==> src/rtl/dma_mode_pkg.sv <==
package dma_mode_pkg;

    localparam int REG_W      = 16;
    localparam int BIT_ACT    = 15;
    localparam int BIT_ERR    = 14;
    localparam int BIT_ACKEN  = 13;
    localparam int BIT_TENDEN = 12;
    localparam int BIT_SENSE  = 11;
    localparam int BIT_AMS    = 10;
    localparam int BIT_MODE   = 8;

    typedef enum logic [1:0] {
        CH_IDLE      = 2'd0,
        CH_RUN       = 2'd1,
        CH_STOP_PEND = 2'd2
    } ch_state_e;

    typedef enum logic [1:0] {
        XM_AUTO_CS    = 2'b00,
        XM_AUTO_BURST = 2'b01,
        XM_EXT_CS     = 2'b10,
        XM_EXT_BLOCK  = 2'b11
    } xfer_mode_e;

    typedef struct packed {
        logic       ack_en;
        logic       tend_en;
        logic       edge_sense;
        logic       single_addr;
        xfer_mode_e mode;
    } cfg_t;

endpackage

==> src/rtl/dma_chan_fsm.sv <==
module dma_chan_fsm
    import dma_mode_pkg::*;
(
    input  logic clk,
    input  logic rst_n,
    input  logic wr_en,
    input  logic wr_act,
    input  logic block_mode,
    input  logic hw_stop,
    input  logic blk_end,
    output logic active
);

    ch_state_e state_q, state_d;

    always_ff @(posedge clk or negedge rst_n) begin
        if (!rst_n) state_q <= CH_IDLE;
        else        state_q <= state_d;
    end

    always_comb begin
        state_d = state_q;
        unique case (state_q)
            CH_IDLE: begin
                if (!hw_stop && wr_en && wr_act) state_d = CH_RUN;
            end
            CH_RUN: begin
                if (hw_stop)                state_d = CH_IDLE;
                else if (wr_en && !wr_act)  state_d = block_mode ? CH_STOP_PEND : CH_IDLE;
            end
            CH_STOP_PEND: begin
                if (hw_stop || blk_end)     state_d = CH_IDLE;
                else if (wr_en && wr_act)   state_d = CH_RUN;
            end
            default: state_d = CH_IDLE;
        endcase
    end

    always_comb begin
        active = (state_q != CH_IDLE);
    end


    hw_stop_chk: assert property (@(posedge clk) disable iff (!rst_n)
        hw_stop |=> !active);


    defer_stop_chk: assert property (@(posedge clk) disable iff (!rst_n)
        (state_q == CH_RUN && wr_en && !wr_act && block_mode && !hw_stop)
        |=> (state_q == CH_STOP_PEND && active));


    soft_stop_chk: assert property (@(posedge clk) disable iff (!rst_n)
        (state_q == CH_RUN && wr_en && !wr_act && !block_mode && !hw_stop)
        |=> !active);

endmodule

==> src/rtl/dma_blkerr_flag.sv <==
module dma_blkerr_flag (
    input  logic clk,
    input  logic rst_n,
    input  logic rd_en,
    input  logic wr_en,
    input  logic wr_bit,
    input  logic set_ev,
    output logic flag
);

    logic armed_q;

    always_ff @(posedge clk or negedge rst_n) begin
        if (!rst_n) begin
            armed_q <= 1'b0;
        end else if (wr_en) begin
            armed_q <= 1'b0;
        end else if (rd_en && flag) begin
            armed_q <= 1'b1;
        end
    end

    always_ff @(posedge clk or negedge rst_n) begin
        if (!rst_n) begin
            flag <= 1'b0;
        end else if (set_ev) begin
            flag <= 1'b1;
        end else if (wr_en && armed_q && !wr_bit) begin
            flag <= 1'b0;
        end
    end


    armed_clear_chk: assert property (@(posedge clk) disable iff (!rst_n)
        $fell(flag) |-> $past(armed_q && wr_en && !wr_bit));


    set_wins_chk: assert property (@(posedge clk) disable iff (!rst_n)
        set_ev |=> flag);

endmodule

==> src/rtl/dma_req_cond.sv <==
module dma_req_cond #(
    parameter int SYNC_STAGES = 2
) (
    input  logic clk,
    input  logic rst_n,
    input  logic req_n_pin,
    input  logic edge_sense,
    input  logic enable,
    output logic req
);

    localparam int MSB = SYNC_STAGES - 1;

    logic [MSB:0] sync_q;
    logic         prev_q;
    logic         raw_req;

    generate
        if (SYNC_STAGES == 1) begin : g_one
            always_ff @(posedge clk or negedge rst_n) begin
                if (!rst_n) sync_q <= '1;
                else        sync_q <= req_n_pin;
            end
        end else begin : g_chain
            always_ff @(posedge clk or negedge rst_n) begin
                if (!rst_n) sync_q <= '1;
                else        sync_q <= {sync_q[MSB-1:0], req_n_pin};
            end
        end
    endgenerate

    always_ff @(posedge clk or negedge rst_n) begin
        if (!rst_n) prev_q <= 1'b1;
        else        prev_q <= sync_q[MSB];
    end

    always_comb begin
        raw_req = edge_sense ? (prev_q && !sync_q[MSB]) : !sync_q[MSB];
        req     = enable && raw_req;
    end


    one_pulse_chk: assert property (@(posedge clk) disable iff (!rst_n)
        (edge_sense && $past(edge_sense) && req) |-> !$past(req));

endmodule

==> src/rtl/dma_mode_ctl.sv <==
module dma_mode_ctl
    import dma_mode_pkg::*;
#(
    parameter int SYNC_STAGES = 2
) (
    input  logic             clk,
    input  logic             rst_n,
    input  logic             standby,
    input  logic             cpu_rd,
    input  logic             cpu_wr,
    input  logic [REG_W-1:0] cpu_wdata,
    output logic [REG_W-1:0] cpu_rdata,
    input  logic             count_done,
    input  logic             rpt_ovf,
    input  logic             blk_end,
    input  logic             nmi,
    input  logic             xreq_n,
    output logic             active,
    output logic             blk_err,
    output logic             ack_pin_en,
    output logic             tend_pin_en,
    output logic             single_addr,
    output logic             burst_mode,
    output logic             ext_req_mode,
    output logic             block_mode,
    output logic             ext_req
);

    cfg_t cfg_q;
    logic hw_stop;
    logic err_set;

    always_ff @(posedge clk or negedge rst_n) begin
        if (!rst_n) begin
            cfg_q <= '0;
        end else if (cpu_wr) begin
            cfg_q.ack_en      <= cpu_wdata[BIT_ACKEN];
            cfg_q.tend_en     <= cpu_wdata[BIT_TENDEN];
            cfg_q.edge_sense  <= cpu_wdata[BIT_SENSE];
            cfg_q.single_addr <= cpu_wdata[BIT_AMS];
            cfg_q.mode        <= xfer_mode_e'(cpu_wdata[BIT_MODE+1:BIT_MODE]);
        end
    end

    always_comb begin
        ack_pin_en   = cfg_q.ack_en;
        tend_pin_en  = cfg_q.tend_en;
        single_addr  = cfg_q.single_addr;
        burst_mode   = (cfg_q.mode == XM_AUTO_BURST);
        ext_req_mode = (cfg_q.mode == XM_EXT_CS) || (cfg_q.mode == XM_EXT_BLOCK);
        block_mode   = (cfg_q.mode == XM_EXT_BLOCK);
        hw_stop      = count_done || rpt_ovf || nmi || standby;
        err_set      = nmi && active && block_mode;
    end

    dma_chan_fsm u_fsm (
        .clk        (clk),
        .rst_n      (rst_n),
        .wr_en      (cpu_wr),
        .wr_act     (cpu_wdata[BIT_ACT]),
        .block_mode (block_mode),
        .hw_stop    (hw_stop),
        .blk_end    (blk_end),
        .active     (active)
    );

    dma_blkerr_flag u_err (
        .clk    (clk),
        .rst_n  (rst_n),
        .rd_en  (cpu_rd),
        .wr_en  (cpu_wr),
        .wr_bit (cpu_wdata[BIT_ERR]),
        .set_ev (err_set),
        .flag   (blk_err)
    );

    dma_req_cond #(.SYNC_STAGES(SYNC_STAGES)) u_req (
        .clk        (clk),
        .rst_n      (rst_n),
        .req_n_pin  (xreq_n),
        .edge_sense (cfg_q.edge_sense),
        .enable     (active && ext_req_mode),
        .req        (ext_req)
    );

    always_comb begin
        cpu_rdata              = '0;
        cpu_rdata[BIT_ACT]     = active;
        cpu_rdata[BIT_ERR]     = blk_err;
        cpu_rdata[BIT_ACKEN]   = cfg_q.ack_en;
        cpu_rdata[BIT_TENDEN]  = cfg_q.tend_en;
        cpu_rdata[BIT_SENSE]   = cfg_q.edge_sense;
        cpu_rdata[BIT_AMS]     = cfg_q.single_addr;
        cpu_rdata[BIT_MODE+1:BIT_MODE] = cfg_q.mode;
    end


    req_gate_chk: assert property (@(posedge clk) disable iff (!rst_n)
        (!active || !ext_req_mode) |-> !ext_req);

endmodule

==> config.mk <==
export PLATFORM = sky130hd
export DESIGN_NAME = dma_mode_ctl
export DESIGN_NICKNAME = d
export VERILOG_FILES = /design/src/rtl/dma_mode_pkg.sv /design/src/rtl/dma_chan_fsm.sv /design/src/rtl/dma_blkerr_flag.sv /design/src/rtl/dma_req_cond.sv /design/src/rtl/dma_mode_ctl.sv
export SDC_FILE = /design/constraint.sdc
export NUM_CORES = 1
export LEC_CHECK = 0
export ABC_AREA = 0
export BUFFER_PORTS_ARGS = -buffer_cell sky130_fd_sc_hd__buf_2
export CORE_ASPECT_RATIO = 1.5
export CORE_MARGIN = 2
export CORE_UTILIZATION = 32
export DETAILED_ROUTE_END_ITERATION = 10
export PLACE_DENSITY = 0.67
export SETUP_SLACK_MARGIN = 0.02
export SLEW_MARGIN = 5
export SYNTH_ARGS = -nofsm -noshare
export SYNTH_HDL_FRONTEND = slang
export SYNTH_HIERARCHICAL = 1
export SYNTH_SLANG_ARGS = --single-unit
==> constraint.sdc <==
create_clock -name clk -period 2.4 [get_ports clk]
set_input_delay 0 -clock clk [delete_from_list [all_inputs] [get_ports clk]]
set_output_delay 0 -clock clk [all_outputs]
set_load 0.01 [all_outputs]
# Word level (Yosys, flattened, before mapping)
# Index checks and enable logic that the tools add are counted.
# totals
regBits	13
in_bits	26
out_inout_bits	25
elab_cells	56
# classes
eq_ne	8
n_mux	12
n_reduce_logical	26
# ops
cell	count
1-bit logical AND	12
2-bit two-way mux	6
2-bit == test, second input constant	3
3-bit by 1-bit != test with 1-bit output, second input constant	2
2-bit one-hot mux with 3 select lines	1
2-bit nonzero test	3
1-bit logical OR	5
1-bit two-way mux	5
2-bit by 1-bit == test with 1-bit output, second input constant	2
1-bit zero test	4
3-bit AND reduction	1
2-bit zero test	1
2-bit by 1-bit != test with 1-bit output, second input constant	1

# Depth between registers and ports, before layout
# Gate-level depths: netlist of run 1.
# logic_depth
depth_word	8
mapped_depth	4
ltp_nobuf	4

# Cells and area by module
# Netlist of run 1, hierarchy kept.
# by_module_without_submodules
module	instances	cells_per_inst	area_per_inst_um2	seq_area_each_um2
dma_mode_ctl	1	33	362.8	150.1
dma_chan_fsm	1	10	116.4	50.0
dma_req_cond	1	5	105.1	78.8
dma_blkerr_flag	1	7	72.6	50.0

# Worst setup path after synthesis of run 1
# No wires, ideal clock.
# synth_path
kind	flip-flop to flip-flop
startpoint	register u_fsm.state_q[0]
endpoint	register u_err.flag
setup_time_ns	0.126
arrival_time_ns	1.079
t_required_ns	2.274
slack_ns	1.195
path_stages_with_launch	5
n_path_buf	0
synth_period_minus_slack_ns	1.205
cell_sequence	dfrtp_1 -> or2_2 -> and4_1 -> nor2_1 -> a31oi_1
# synth_via
elab_chain_cells	4
word_cells_on_any_way	5
classes_between	1 x mux; 4 x reduce/logical
# synth_lines
element	line	text
start, declared	dma_chan_fsm.sv:14	ch_state_e state_q, state_d;
start signal, assigned	dma_chan_fsm.sv:18	else state_q <= state_d;
2-bit nonzero test *	dma_chan_fsm.sv:40	active = (state_q != CH_IDLE);
via active	dma_mode_ctl.sv:18	output logic active,
1-bit logical AND * (2 in series)	dma_mode_ctl.sv:53	err_set = nmi && active && block_mode;
via err_set	dma_mode_ctl.sv:31	logic err_set;
1-bit two-way mux or 2-bit nonzero test (tied branches)	-	
end signal, assigned	dma_blkerr_flag.sv:25	flag <= 1'b0;
end signal, assigned	dma_blkerr_flag.sv:27	flag <= 1'b1;
end signal, assigned	dma_blkerr_flag.sv:29	flag <= 1'b0;
end, declared	dma_blkerr_flag.sv:8	output logic flag
# The timed path passes the listed nets; every way through them passes the cells marked *.
# A chain may end at the register's enable or synchronous reset.

# Worst setup path after layout of run 1
# layout_path
startpoint	register u_fsm.state_q[0]
endpoint	output ext_req
# layout_via
elab_chain_cells	3
# layout_lines
element	line	text
2-bit nonzero test	dma_chan_fsm.sv:40	
1-bit logical AND	dma_mode_ctl.sv:82	.enable (active && ext_req_mode),
1-bit logical AND	dma_req_cond.sv:39	req = enable && raw_req;
end, declared	dma_mode_ctl.sv:26	output logic ext_req
# No other way between the ends.

==> results of run 1 <==
==> cells by family after synthesis <==
family / Yosys count / synth area share
DFF: 13 / 0.501
other: 1 / 0.00571
and+or+nand+nor: 14 / 0.160
buffers and inverters: 16 / 0.168
muxes: 6 / 0.103
AOI/OAI and AO/OA: 5 / 0.0628
==> cells in the mapped netlist, drive strengths merged <==
cell type,instances
a21oi,1
a221oi,1
a31oi,1
a41o,1
and2,2
and4,1
buf,14
clkbuf,1
conb,1
dfrtp,10
dfstp,3
inv,1
mux2,6
nand4b,1
nor2,3
nor2b,2
nor3b,1
nor4b,1
o21ai,1
or2,1
or3b,1
or4,1
==> sequential cells by signal, summed over array words and instances (netlist names) <==
signal / count
u_req/sync_q: 2
ack_pin_en: 1
cpu_rdata: 3
u_req/prev_q: 1
u_err/armed_q: 1
single_addr: 1
u_err/flag: 1
tend_pin_en: 1
u_fsm/state_q: 2
==> metrics by stage <==
stage               hold slack (ps)  worst slack, ps  instances   util
floorplan                      -296             1190         62      -
global placement               -110             1170        103  0.392
detailed placement            -99.4             1150        103  0.392
CTS                            26.5              932        117  0.456
global route                   25.0              870        117  0.456
finish                         27.2              953        117  0.456
==> cells in the final DEF, fill, tap and decap left out, types with 2 or more instances in the layout <==
cell type,n
dfstp_2,3
and2_1,2
clkbuf_4,3
conb_1,8
nor2_1,3
buf_2,34
dlygate4sd3_1,10
dfrtp_1,10
mux2_2,6
==> worst min-delay path: stages <==
cell	delay, ps
buf_2	80
or3b_1	120
a221oi_2	50
==> routing by layer <==
layer	vias up	track usage
li1	248	-
met1	243	0.133
met2	32	0.212
met3	0	0.0226
met4	0	0.0571
met5	-	0
==> path summary, 6_finish.rpt <==
kind,slack [ps],cells past startpoint,end,startpoint
worst max-delay path,950,4,ext_req,u_fsm/state_q[0]$_DFFE_PN0P_
worst min-delay path,30,3,u_fsm/state_q[1]$_DFFE_PN0P_,blk_end
worst max register to register,1150,4,u_err/flag$_DFFE_PN0P_,u_fsm/state_q[0]$_DFFE_PN0P_
worst min register to register,360,0,u_req/sync_q[1]$_DFF_PN1_,u_req/sync_q[0]$_DFF_PN1_
max in group asynchronous,2000,2,u_req/prev_q$_DFF_PN1_,rst_n
min in group asynchronous,130,2,cpu_rdata[9]$_DFFE_PN0P_,rst_n
==> area by class of cell <==
class | instances | share of cell area
tap | 22 | 0.0306
sequential | 13 | 0.365
inverter | 1 | 0.00417
clock buffer | 4 | 0.0292
timing repair buffer | 44 | 0.300
multi-input combinational | 33 | 0.271
==> power by group <==
part           total (µW)  switching (µW)  internal (µW)
clock network         130            65.2           64.3
registers             250            13.3            237
logic                97.2            45.8           51.4
==> qor.csv, run 1 <==
stage,metric,value,unit
clock_tree,clock-sinks,13,
global_routing,first_global_vias,509,
clock_tree,cts_htree_levels,1,
floorplan,rows,20,
worst_setup_path,worstPathCellList,or2_2 -> and2_1 -> nor3b_2 -> buf_2,
clock_tree,cts_tree,yes,
status,status,"finished, final reports clean",
drt,wl_met3,120,µm
synth,synthesis.area,657,µm²
worst_setup_path,start_kind,register,
synth,yosys.area.top_type,dfrtp_1,
drt,drt_pass1_iterations,4,
global_routing,grt_pass1_wl,2.04,mm
placed_design,place_hpwl,964,µm
worst_setup_path,path_delay_family,simple AND/OR/NAND/NOR gates,
drt,drt_iter0_drc,2,
power_and_ir_drop,p_leak,0.000466,µW
final_layout,multi_input_comb_area,244,µm²
placed_design,dpl_cell_area,774,µm²
synth,ys_seq_area_frac,0.501,
timing,fin_tns_setup,0,ps
floorplan,die_h,59.5,µm
power_and_ir_drop,power.total,477,µW
global_routing,antenna_found_initial,0,
timing,maxSlewViolCount,0,
worst_setup_path,required,2400,ps
timing,max_freq,691,MHz
worst_hold_path,hold_path.class,primary input to register,
power_and_ir_drop,p_per_area,529,nW/µm²
floorplan,ioPinCount,51,
clock_tree,clkLatencyLatePin,270,ps
drt,vias,523,
drt,wl_per_cell,10.9,µm
floorplan,core,1980,µm²
global_routing,grt_usage,0.122,
worst_setup_path,cp.buffers_inverters,1,
clock_tree,root_buffer,clkbuf_4,
global_routing,grt_start_max_net_pins,14,
worst_setup_path,worstPathArrival,1450,ps
final_layout,n_fill_cell,190,
synth,ys_top_cells_by_area,"dfrtp_1, buf_4, dfstp_2, mux2_2, a221oi_2",
synth,ys_ff_latch,13,
timing,rsz0062_at_grt,false,
floorplan,start_util,0.332,
synth,synth.distinct_cells,24,
final_layout,design_area,901,µm²
final_layout,final_layout_size_suffix_gt1_frac,0.526,
drt,drc,0,
flow_run,cap_violations,0,
floorplan,die_w,41.0,µm
floorplan,die_area,2440,µm²
drt,antenna_left,0,
placed_design,io_buffers,34,
timing,setup_viol,0,
placed_design,gp_congestion,0.662,
clock_tree,cts_resized,0,
worst_setup_path,crit_path_end_kind,output port,
power_and_ir_drop,vdd_ir_drop_max,0.377,mV
final_layout,finish.net_count,122,
clock_tree,cts_made_buffers,3,
global_routing,grt_remaining_overflow,0,
timing,min_period,1450,ps
worst_setup_path,cp_slowest_cell,dfrtp_1,
drt,top_layer_used,met3,
drt,vias_per_cell,4.47,
synth,yosys.area.top_type_share,0.381,
timing,finClkSkew,1.37,ps
synth,avgSynthCellArea,11.9,µm²
synth,syn_inst,55,
synth,synth_warnings,6,
timing,finalCritPeriodShare,0.603,
clock_tree,cts_buffer_depth,2,
worst_setup_path,crit_type,register to output port,
clock_tree,clkTransAtPathRegs,70,ps
final_layout,syn_to_final_growth,37.1,%
timing,hold_viol_final,0,
worst_setup_path,cp_max_fo,5,
worst_setup_path,critPathMaxStageDelay,410,ps
drt,met2_length,672,µm
final_layout,seq_area,329,µm²
drt,drt_wl_total,1.28,mm
drt,met1_length,486,µm
final_layout,antennaDiodeCount,0,
clock_tree,cts_hold_buf,10,
clock_tree,cts_setup_buffers,0,
Power figures use the tool's default switching activity.
==> run 2, diff against run 1 <==
==> constraint.sdc (replaced) <==
create_clock -name clk -period 1.35 [get_ports clk]
set_input_delay 0 -clock clk [delete_from_list [all_inputs] [get_ports clk]]
set_output_delay 0 -clock clk [all_outputs]
set_load 0.01 [all_outputs]
==> run 2 against run 1 <==
Compared with the run above:
- via count grew 2.5%
- total power grew 79%
- flip-flop and latch count is the same
- clock power grew 78%
- register-to-register slack lost 1100 ps
- critical path depth is the same
- sequential share of layout area shrank 1.3 points
- cell count grew 2.6%
- clock skew grew 2.9 ps
- wire length grew 2.0%
- combinational power grew 80%
- largest cell class unchanged
- setup slack lost 930 ps
==> qor.csv, run 2 (same netlist as run 1, synthesis figures left out) <==
stage,metric,value,unit,change
status,status,"finished, final reports clean",,
clock_tree,cts_tree,yes,,
timing,fin_hold_ws,23.1,ps,-4.05 ps
clock_tree,cts_buffer_depth,2,,unchanged
worst_setup_path,start_kind,register,,
timing,maxSlewViolCount,0,,unchanged
final_layout,final_common_cell,buf_2,,
worst_setup_path,rr_startpoint,u_fsm/state_q[0]$_DFFE_PN0P_,,
drt,vias,536,,+2.5%
clock_tree,root_buffer,clkbuf_4,,
placed_design,gp_congestion,0.662,,unchanged
timing,setup_viol,0,,unchanged
worst_setup_path,r2r_slack,90,ps,-1060 ps
worst_setup_path,cp_slowest_cell,dfrtp_1,,
worst_setup_path,crit_type,register to output port,,
worst_hold_path,min-delay-start,blk_end,,
clock_tree,clock-sinks,13,,unchanged
final_layout,finish.net_count,125,,+2.5%
timing,min_period,1320,ps,
worst_setup_path,worstPathCellList,or2_4 -> and2_4 -> nor3b_4 -> buf_2,,
final_layout,fin_util,0.473,,+0.0171
floorplan,start_util,0.332,,unchanged
drt,antenna_left,0,,unchanged
global_routing,first_global_vias,531,,+4.3%
worst_setup_path,startpoint,u_fsm/state_q[0]$_DFFE_PN0P_,,
power_and_ir_drop,p_leak,0.000484,µW,+3.9%
timing,finClkSkew,4.31,ps,+2.94 ps
drt,drc,0,,unchanged
global_routing,grt_remaining_overflow,0,,unchanged
floorplan,die_area,2440,µm²,unchanged
floorplan,core,1980,µm²,unchanged
global_routing,grt_usage,0.127,,+0.00436
worst_setup_path,worst_r2r_endpoint,u_err/flag$_DFFE_PN0P_,,
final_layout,antennaDiodeCount,0,,unchanged
floorplan,ioPinCount,51,,unchanged
final_layout,n_fill_cell,189,,-0.53%
worst_setup_path,ff2ff_path_depth,5,,+1
worst_setup_path,worstPathArrival,1320,ps,-130 ps
timing,hold_viol_final,0,,unchanged
flow_run,cap_violations,0,,unchanged
drt,drt_wl_total,1.31,mm,+2.0%
power_and_ir_drop,p_per_area,911,nW/µm²,+72%
placed_design,io_buffers,34,,unchanged
global_routing,grt_start_max_net_pins,14,,unchanged
clock_tree,clkLatencyLatePin,270,ps,about the same
final_layout,syn_to_final_growth,42.3,%,
final_layout,layout_common_cells,"buf_2, dfrtp_1, dlygate4sd3_1",,
power_and_ir_drop,vdd_ir_drop_max,0.667,mV,+77%
final_layout,final_layout_size_suffix_gt1_frac,0.551,,+0.0247
worst_setup_path,cp-endpoint,ext_req,,
final_layout,multi_input_comb_area,255,µm²,+4.6%
floorplan,die_h,59.5,µm,unchanged
worst_hold_path,hold_path_depth,3,,unchanged
timing,rsz0062_at_grt,true,,
final_layout,largest_reg_flops,3,,unchanged
timing,finalCritPeriodShare,0.981,,
drt,drt_pass1_iterations,4,,unchanged
worst_setup_path,required,1350,ps,-1050 ps
worst_setup_path,cp_max_fo,2,,-3
worst_setup_path,critPathMaxStageDelay,380,ps,-30 ps
clock_tree,cts_made_buffers,3,,unchanged
drt,vias_per_cell,4.47,,about the same
placed_design,place_hpwl,964,µm,unchanged
clock_tree,cts_htree_levels,1,,unchanged
timing,max_freq,755,MHz,
floorplan,die_w,41.0,µm,unchanged
clock_tree,clkTransAtPathRegs,80,ps,about the same
drt,wl_per_cell,10.9,µm,-0.52%
drt,drt_iter0_drc,2,,unchanged
worst_hold_path,hold_path.class,primary input to register,,
global_routing,grt_pass1_wl,2.10,mm,+3.4%
global_routing,antenna_found_initial,0,,unchanged
worst_setup_path,crit_path_end_kind,output port,,
final_layout,seq_area,329,µm²,unchanged
floorplan,rows,20,,unchanged
==> run 2: how the worst min path moves through the flow <==
stage	to	slack, ps
after global placement	ack_pin_en$_DFFE_PN0P_	-110
final	u_fsm/state_q[1]$_DFFE_PN0P_	20
after CTS	u_fsm/state_q[1]$_DFFE_PN0P_	30
after floorplan	ack_pin_en$_DFFE_PN0P_	-300
after global routing	u_fsm/state_q[1]$_DFFE_PN0P_	20
after detailed placement	single_addr$_DFFE_PN0P_	-100
==> run 2: timing repair <==
item / in CTS / in global routing
hold endpoints to repair: 22 / 0
pin swaps: 1 / 1
cloned: 0 / 0
resized for setup: 2 / 1
hold buffers: 10 / 0
setup buffers: 3 / 0
endpoints found under the setup margin: 1 / 1
==> run 2: critical path: cells and delay by family, from the launching register on <==
family / cells / cell delay, ps
buffers and inverters: 1 / 130
flip-flops: 1 / 380
AND/OR/NAND/NOR: 3 / 540
==> run 2: through the flow <==
step	instances	area, µm²	setup WS [ps]	power [µW]	TNS (ps)
6_report	120	935	25.2	851	0
5_1_grt	120	935	-28.9	908	-28.9
4_1_cts	120	928	22.6	858	0
3_5_place_dp	103	774	95.7	604	0
3_3_place_gp	103	774	118	599	0
2_1_floorplan	62	683	145	556	0
==> run 2: cell type report <==
type	count	share of cell area
Multi-Input combinational cell	33	0.273
Tap cell	22	0.0295
Clock buffer	4	0.0281
Sequential cell	13	0.352
Inverter	1	0.00402
Timing Repair Buffer	47	0.313
==> run 2: power by group <==
| group | internal [µW] | total, µW | switching (µW) | leakage, µW |
|---|---|---|---|---|
| combinational | 92.7 | 175 | 82.2 | 0.000312 |
| clock | 114 | 232 | 117 | 0.0000150 |
| sequential | 421 | 445 | 24.1 | 0.000157 |
==> run 2: per-layer routing <==
layer	GRT usage	routed length, µm	vias up	part of all wire
li1	-	-	252	-
met1	0.128	482	252	0.37
met2	0.230	702	32	0.54
met3	0.0226	120	0	0.092
met4	0.0571	0	0	0
met5	0	0	-	0
==> run 3, diff against run 2 <==
==> constraint.sdc (replaced) <==
create_clock -name clk -period 1.26 [get_ports clk]
set_input_delay 0 -clock clk [delete_from_list [all_inputs] [get_ports clk]]
set_output_delay 0 -clock clk [all_outputs]
set_load 0.05 [all_outputs]
==> run 3 against run 2 <==
Compared with the run above:
- the run now ends with setup timing left
- count of clock-buffer cells in the layout did not move
- first-iteration DRC count grew 50%
- combinational power rose by 120%
- highest routed layer is now met4
- die area unchanged
- total power increased by 30%
- hold slack worse by 2.8 ps
- utilization rose by 1.8 points
- critical path depth unchanged
==> qor.csv, run 3 (same netlist as run 1, synthesis figures left out) <==
stage,metric,value,unit,change
status,status,"finished, violations left",,
status,violations,setup timing,,
drt,top_layer_used,met4,,
worst_setup_path,crit_type,register to output port,,
drt,met1_length,493,µm,+2.3%
worst_setup_path,start_kind,register,,
worst_setup_path,required,1260,ps,-90 ps
drt,antenna_left,0,,unchanged
clock_tree,cts_htree_levels,1,,unchanged
floorplan,rows,20,,unchanged
timing,setup_ws,-59.0,ps,-84.2 ps
drt,met2_length,782,µm,+11%
final_layout,final_common_cell,buf_2,,
timing,hold_viol_final,0,,unchanged
floorplan,ioPinCount,51,,unchanged
placed_design,place_inst,104,,+0.97%
final_layout,final_layout_size_suffix_gt1_frac,0.606,,+0.0550
final_layout,syn_to_final_growth,47.6,%,
global_routing,grt_remaining_overflow,0,,unchanged
timing,rsz0062_at_grt,true,,
clock_tree,clkTransAtPathRegs,70,ps,about the same
clock_tree,cts_buffer_depth,2,,unchanged
worst_hold_path,hold_path.class,primary input to register,,
power_and_ir_drop,vdd_ir_drop_max,0.760,mV,+14%
drt,drt_wl_total,1.37,mm,+5.2%
power_and_ir_drop,p_leak,0.000490,µW,+1.2%
floorplan,core,1980,µm²,unchanged
timing,fin_hold_ws,20.3,ps,-2.83 ps
final_layout,largest_reg_flops,3,,unchanged
timing,max_freq,758,MHz,
timing,finClkSkew,0.386,ps,-3.93 ps
floorplan,die_area,2440,µm²,unchanged
power_and_ir_drop,power.total,1110,µW,+30%
placed_design,place_hpwl,954,µm,-1.1%
timing,maxSlewViolCount,0,,unchanged
drt,drt_iter0_drc,3,,+1
timing,finalCritPeriodShare,1.05,,
worst_setup_path,critPathMaxStageDelay,380,ps,about the same
drt,wl_met3,87,µm,-28%
floorplan,die_w,41.0,µm,unchanged
clock_tree,cts_tree,yes,,
timing,min_period,1320,ps,
worst_setup_path,worstPathCellList,or2_4 -> and2_4 -> nor3b_4 -> buf_6,,
placed_design,io_buffers,34,,unchanged
clock_tree,root_buffer,clkbuf_4,,
clock_tree,cts_made_buffers,3,,unchanged
final_layout,finish.net_count,126,,+0.80%
final_layout,stdcell_count,121,,+0.83%
final_layout,antennaDiodeCount,0,,unchanged
drt,vias,543,,+1.3%
drt,drt_pass1_iterations,4,,unchanged
global_routing,first_global_vias,531,,unchanged
clock_tree,clkLatencyLatePin,270,ps,about the same
global_routing,grt_usage,0.131,,+0.00417
drt,vias_per_cell,4.49,,+0.47%
global_routing,grt_start_max_net_pins,14,,unchanged
floorplan,die_h,59.5,µm,unchanged
final_layout,layout_common_cells,"buf_2, dlygate4sd3_1, conb_1",,
timing,setup_viol,1,,+1
placed_design,gp_congestion,0.678,,+2.4%
power_and_ir_drop,p_per_area,1140,nW/µm²,+25%
worst_setup_path,crit_path_end_kind,output port,,
global_routing,grt_pass1_wl,2.13,mm,+1.0%
worst_setup_path,cp_max_fo,2,,unchanged
drt,wl_per_cell,11.3,µm,+4.3%
flow_run,cap_violations,0,,unchanged
worst_setup_path,worstPathArrival,1320,ps,about the same
worst_setup_path,cp_slowest_cell,dfrtp_1,,
floorplan,start_util,0.332,,unchanged
drt,drc,0,,unchanged
global_routing,antenna_found_initial,0,,unchanged
clock_tree,clock-sinks,13,,unchanged
==> run 3: metrics by stage <==
stage,setup slack (ps),TNS [ps],util,area (µm²)
after CTS,-73.5,-73.5,0.487,962
after floorplan,-18.4,-18.4,-,701
after global routing,-105,-159,0.491,970
after detailed placement,80.0,0,0.404,800
after global placement,99.1,0,0.404,800
final,-59.0,-59.0,0.491,970
==> run 3: cell type report <==
type,count,area (µm²)
multi-input combinational,33,260
tap,22,27.5
sequential,13,333
fill,185,1010
timing repair buffer,48,319
clock buffer,4,26.3
inverter,1,3.75
==> run 3: worst paths after layout <==
kind                       slack, ps                          from                      endpoint  cells past startpoint
setup / recovery                 -60  u_fsm/state_q[1]$_DFFE_PN0P_                       ext_req                      4
hold / removal                    20                       blk_end  u_fsm/state_q[1]$_DFFE_PN0P_                      3
setup reg to reg                  30  u_fsm/state_q[1]$_DFFE_PN0P_        u_err/flag$_DFFE_PN0P_                      5
hold reg to reg                  360     u_req/sync_q[0]$_DFF_PN1_     u_req/sync_q[1]$_DFF_PN1_                      0
max in group asynchronous        850                         rst_n     u_req/sync_q[1]$_DFF_PN1_                      2
min in group asynchronous        140                         rst_n  u_fsm/state_q[1]$_DFFE_PN0P_                      2
==> run 3: where the power goes <==
group | leakage (µW) | switching [µW] | total, µW | internal (µW)
clock network | 0.0000150 | 125 | 248 | 122
registers | 0.000154 | 25.1 | 478 | 453
logic | 0.000321 | 275 | 381 | 105
total | 0.000490 | 425 | 1110 | 680
==> run 3: routing by layer <==
metal,vias up,global-route usage
met4,0,0.0714
met1,264,0.132
met5,-,0
met3,2,0.0226
li1,255,-
met2,22,0.232
==> run 3: worst max-delay path: cells and delay by family (launching register included) <==
kind,cells,cell delay (ps)
and+or+nand+nor,3,520
DFF,1,380
buffers and inverters,1,140
==> run 3: repair_timing <==
action,4_1_cts,5_1_grt
endpoints found under the setup margin,1,5
buffers inserted,3,0
hold endpoints to repair,22,0
resized for setup,5,2
hold buffers,10,0
pin swaps,3,0
